## src/rtl/dacq_pkg.sv

```systemverilog
package dacq_pkg;
  parameter int NCH    = 4;
  parameter int CODE_W = 10;
  parameter int WORD_W = 16;
  parameter int BYTE_W = 8;

  localparam int CLR_POS  = WORD_W - 3;
  localparam int LD_POS   = WORD_W - 4;
  localparam int CODE_MSB = WORD_W - 5;
  localparam int CODE_LSB = CODE_MSB - CODE_W + 1;

  typedef logic [WORD_W-1:0] word_t;
  typedef logic [CODE_W-1:0] code_t;

  function automatic code_t word_code(input word_t w);
    return w[CODE_MSB:CODE_LSB];
  endfunction

  function automatic logic word_clr_n(input word_t w);
    return w[CLR_POS];
  endfunction

  function automatic logic word_ld_n(input word_t w);
    return w[LD_POS];
  endfunction

  function automatic word_t default_word();
    word_t w;
    w = '0;
    w[CLR_POS] = 1'b1;
    return w;
  endfunction

  function automatic word_t readback_word(input code_t c);
    word_t w;
    w = default_word();
    w[CODE_MSB:CODE_LSB] = c;
    return w;
  endfunction

  function automatic int unsigned sel_count(input logic [NCH-1:0] s);
    int unsigned n;
    n = 0;
    for (int i = 0; i < NCH; i++) n += int'(s[i]);
    return n;
  endfunction
endpackage

```

## src/rtl/dacq_byte_collect.sv

```systemverilog
module dacq_byte_collect
  import dacq_pkg::*;
#(
  parameter int BW = BYTE_W
) (
  input  logic          clk,
  input  logic          rst,
  input  logic          seq_start,
  input  logic          byte_vld,
  input  logic [BW-1:0] byte_din,
  input  logic          wr_done,
  output word_t         word_q,
  output logic          commit
);
  localparam int NBYTES = WORD_W / BW;
  localparam int CW     = $clog2(NBYTES + 1);

  logic [CW-1:0] cnt_q;

  always_ff @(posedge clk) begin
    if (rst) begin
      cnt_q  <= '0;
      word_q <= '0;
    end else if (seq_start || wr_done) begin
      cnt_q <= '0;
    end else if (byte_vld && (int'(cnt_q) < NBYTES)) begin
      word_q[WORD_W-1-int'(cnt_q)*BW -: BW] <= byte_din;
      cnt_q <= cnt_q + 1'b1;
    end
  end

  assign commit = wr_done && (int'(cnt_q) == NBYTES);
endmodule

```

## src/rtl/dacq_chan.sv

```systemverilog
module dacq_chan
  import dacq_pkg::*;
(
  input  logic  clk,
  input  logic  rst,
  input  logic  sel,
  input  logic  commit,
  input  logic  clr_n,
  input  logic  ld_n,
  input  code_t code,
  output code_t in_q,
  output code_t dac_q
);
  code_t in_next;

  always_comb begin
    in_next = sel ? code : in_q;
  end

  always_ff @(posedge clk) begin
    if (rst) begin
      in_q  <= '0;
      dac_q <= '0;
    end else if (commit) begin
      if (!clr_n) begin
        in_q  <= '0;
        dac_q <= '0;
      end else begin
        in_q <= in_next;
        if (!ld_n) dac_q <= in_next;
      end
    end
  end
endmodule

```

## src/rtl/dacq_readmux.sv

```systemverilog
module dacq_readmux
  import dacq_pkg::*;
#(
  parameter int N = NCH
) (
  input  logic [N-1:0]        sel,
  input  logic [N*CODE_W-1:0] in_flat,
  output word_t               rd_word
);
  code_t picked;

  always_comb begin
    picked = '0;
    for (int i = 0; i < N; i++)
      if (sel[i]) picked = in_flat[i*CODE_W +: CODE_W];
    rd_word = (sel_count(sel) == 1) ? readback_word(picked) : default_word();
  end
endmodule

```

## src/rtl/dac_quad_regbank.sv

```systemverilog
module dac_quad_regbank
  import dacq_pkg::*;
#(
  parameter int N  = NCH,
  parameter int BW = BYTE_W
) (
  input  logic              clk,
  input  logic              rst,
  input  logic              ptr_we,
  input  logic [BW-1:0]     ptr_din,
  input  logic              seq_start,
  input  logic              byte_vld,
  input  logic [BW-1:0]     byte_din,
  input  logic              wr_done,
  output logic [BW-1:0]     rd_msb,
  output logic [BW-1:0]     rd_lsb,
  output logic [N*CODE_W-1:0] dac_code
);
  logic [N-1:0]        ptr_q;
  word_t               wr_word;
  logic                commit_evt;
  logic                clr_n;
  logic                ld_n;
  code_t               wr_code;
  logic [N*CODE_W-1:0] in_flat;
  word_t               rd_word;

  always_ff @(posedge clk) begin
    if (rst)         ptr_q <= '0;
    else if (ptr_we) ptr_q <= ptr_din[N-1:0];
  end

  dacq_byte_collect #(.BW(BW)) u_collect (
    .clk      (clk),
    .rst      (rst),
    .seq_start(seq_start),
    .byte_vld (byte_vld),
    .byte_din (byte_din),
    .wr_done  (wr_done),
    .word_q   (wr_word),
    .commit   (commit_evt)
  );

  assign clr_n   = word_clr_n(wr_word);
  assign ld_n    = word_ld_n(wr_word);
  assign wr_code = word_code(wr_word);

  for (genvar g = 0; g < N; g++) begin : g_ch
    dacq_chan u_ch (
      .clk   (clk),
      .rst   (rst),
      .sel   (ptr_q[g]),
      .commit(commit_evt),
      .clr_n (clr_n),
      .ld_n  (ld_n),
      .code  (wr_code),
      .in_q  (in_flat[g*CODE_W +: CODE_W]),
      .dac_q (dac_code[g*CODE_W +: CODE_W])
    );
  end

  dacq_readmux #(.N(N)) u_rd (
    .sel    (ptr_q),
    .in_flat(in_flat),
    .rd_word(rd_word)
  );

  assign rd_msb = rd_word[WORD_W-1 -: BW];
  assign rd_lsb = rd_word[BW-1:0];
endmodule

```

## config.mk

```make
export PLATFORM = sky130hd
export DESIGN_NAME = dac_quad_regbank
export DESIGN_NICKNAME = d
export VERILOG_FILES = /design/src/rtl/dacq_pkg.sv /design/src/rtl/dacq_byte_collect.sv /design/src/rtl/dacq_chan.sv /design/src/rtl/dacq_readmux.sv /design/src/rtl/dac_quad_regbank.sv
export SDC_FILE = /design/constraint.sdc
export NUM_CORES = 1
export LEC_CHECK = 0
export BUFFER_PORTS_ARGS = -buffer_cell sky130_fd_sc_hd__buf_2
export CAP_MARGIN = 20
export CORE_MARGIN = 5
export CORE_UTILIZATION = 63
export CTS_BUF_LIST = sky130_fd_sc_hd__clkbuf_8
export DETAILED_ROUTE_END_ITERATION = 8
export MAX_ROUTING_LAYER = met4
export PLACE_DENSITY = 0.9
export SYNTH_ARGS = -nofsm -noshare
export SYNTH_HDL_FRONTEND = slang
export SYNTH_SLANG_ARGS = --single-unit
```

## constraint.sdc

```tcl
create_clock -name clk -period 5.4 [get_ports clk]
set_input_delay 0.54 -clock clk [delete_from_list [all_inputs] [get_ports clk]]
set_output_delay 0.54 -clock clk [all_outputs]
set_load 0.02 [all_outputs]
```

==> flow_summary.ini <==
[clock_network]
clock-sinks = 98
cts_resized = 0
tritoncts.num_buffers = 9
cts_tree = yes
clk_path_buf_depth = 2
h-tree-depth = 3
hold_buffers = 0
cts_root_buf = clkbuf_8
path_clk_slew_ps = 90
post-cts-setup-buffers = 0
clk-insertion-delay-late_ps = 370

[critical_path]
start_kind = register
r2r-start = u_collect.cnt_q[0]
endpoint = rd_lsb[3]
timing.critical_path.to_type = output pin
rr_worst_depth = 6
crit_type = reg -> out
r2r_setup_slack_ps = 2710
reg2reg_to = g_ch[0].u_ch.dac_q[5]
worstPathArrival_ps = 3450
crit_start = ptr_q[0]
crit_fanout = 15
crit_required_ps = 4860

[sta]
setup_viol = 0
fin_tns_setup_ps = 0
relSlewSlack = 0.384
finClkSkew_ps = 9.18
fmax_ghz = 0.251
report.final.slew_viol_count = 0
layout_setup_ws_ps = 1410
fin_hold_ws_ps = 385
rsz0062_at_grt = false
finalCriticalPeriod_ps = 3990
fin_crit_sh = 0.738
tightest_slew_ps = 923
hold_viol = 0

[placed_design]
placement.io_buffers = 67
hpwl_um = 8200
place_ws_ps = 1900
place.gp.congestion = 0.902

[yosys]
syn_area_per_cell_um2 = 10.2
synthDistinctLibCells = 40
synth_top_flop_cell = dfxtp_1
synth-seq-cells = 98
async_flop_share = 0
synth_warnings = 0
synth_top_area_cell = dfxtp_1
synth_area_um2 = 4680
synth_area_leaders = dfxtp_1, o2bb2ai_2, mux2i_1
synth-seq-area-share = 0.419
synth_edf_count = 0
netlist_instances = 457
yosysTopAreaCellShare = 0.419

[die]
core_um2 = 7250
dieArea_um2 = 9250
pin_count = 78
die_x_um = 96.2
die_y_um = 96.2
initial_core_util = 0.645
rows = 31

[grt]
overflow = 0
grt_pass1_wl_um = 19200
grt_max_degree = 75
grtUsageTotal = 0.279
antenna_found_initial = 0
grt_pass1_vias = 3697

[final_layout]
drive_gt1_frac = 0.260
nets = 531
diodes = 0
area_delta_synth_final_pct = 11.4
final_common_cell = dfxtp_1
final_cell_mix = dfxtp_1, buf_2, mux2i_1, inv_1, a21oi_1
final_util = 0.719

[drt]
first_iter_violations = 408
ant_nets = 0
wl_per_cell_um = 20.2
avgViaCountPerCell = 6.34
dr.pass1.iters = 5
finalWirelength_um = 12200
drc = 0
vias = 3840

[pwr]
leakage_nw = 1.95
power_mw = 1.42
powerDensity_nw_per_um2 = 272
peakVddDrop_mv = 0.132

[run_status]
status = complete, no violations

[worst_hold_path]
hold_path_class = in -> reg
holdPathStages = 2

[run]
max_cap_viol_count = 0
==> critical path: stages (launching register included) <==
cell and delay [ps]:
dfxtp_1 850, ha_1 370, fa_1 370, ha_1 340, nor4b_4 540, o21ai_0 200, o2bb2ai_1 220, buf_2 200
==> synthesized netlist by cell type, drive strengths merged, types with 2 or more instances <==
cell type and n:
a21oi 33, o31ai 6, ha 5, mux2 4
inv 31, o32ai 26, o2bb2ai 40, mux2i 43
buf 27, dfxtp 98, a221oi 4, a32o 6
nand2b 13, nor2b 15, nand2 30, conb 2
clkbuf 14, nor4b 2, and4 9, nand3b 8
o21ai 18, nor4 2, nor2 9, a22oi 4
==> state kept, by name (all words and copies together) (netlist names) <==
register,cells
g_ch.u_ch.dac_q,40
g_ch.u_ch.in_q,40
u_collect.word_q,12
ptr_q,4
u_collect.cnt_q,2
==> where the power goes <==
group	internal, mW	leakage (nW)	switching (mW)
Clock	0.309	0.121	0.267
Combinational	0.0381	1.04	0.0656
Sequential	0.726	0.790	0.0112
==> layout make-up <==
class                      count  area [um2]
fill                         542        2040
sequential                    98        1960
multi-input combinational    291        2360
inverter                      31         116
clock inverter                 6         115
clock buffer                   9         124
timing repair buffer          72         413
tap                           99         124
==> metal layers <==
metal,vias up,GRT usage,part of all wire
met5,-,-,0
met2,236,0.434,0.47
met3,28,0.0360,0.089
met4,0,0.105,0.024
li1,1765,-,-
met1,1811,0.372,0.41
==> logic make-up after synthesis <==
group / count (synthesis) / synth area share
buffers and inverters: 72 / 0.0805
and+or+nand+nor: 93 / 0.119
other: 2 / 0.00160
AOI/OAI and AO/OA: 138 / 0.258
xor gates and xnor gates: 1 / 0.00187
adders and majority gates: 6 / 0.0176
muxes: 47 / 0.102
DFF: 98 / 0.419
==> worst min path at each step <==
stage               slack (ps)             startpoint                    end
finish                     390              seq_start     u_collect.cnt_q[0]
global route               380              seq_start     u_collect.cnt_q[0]
CTS                        370              seq_start     u_collect.cnt_q[1]
detailed placement         450  g_ch[2].u_ch.dac_q[0]  g_ch[2].u_ch.dac_q[0]
global placement           440  g_ch[2].u_ch.dac_q[0]  g_ch[2].u_ch.dac_q[0]
floorplan                  440   g_ch[1].u_ch.in_q[0]   g_ch[1].u_ch.in_q[0]
==> through the flow <==
stage / instance area [um2] / instances
2_1_floorplan: 4700 / 461
3_3_place_gp: 4920 / 589
3_5_place_dp: 4920 / 589
4_1_cts: 5160 / 604
5_1_grt: 5210 / 606
6_report: 5210 / 606
(Power assumes the default switching activity.)
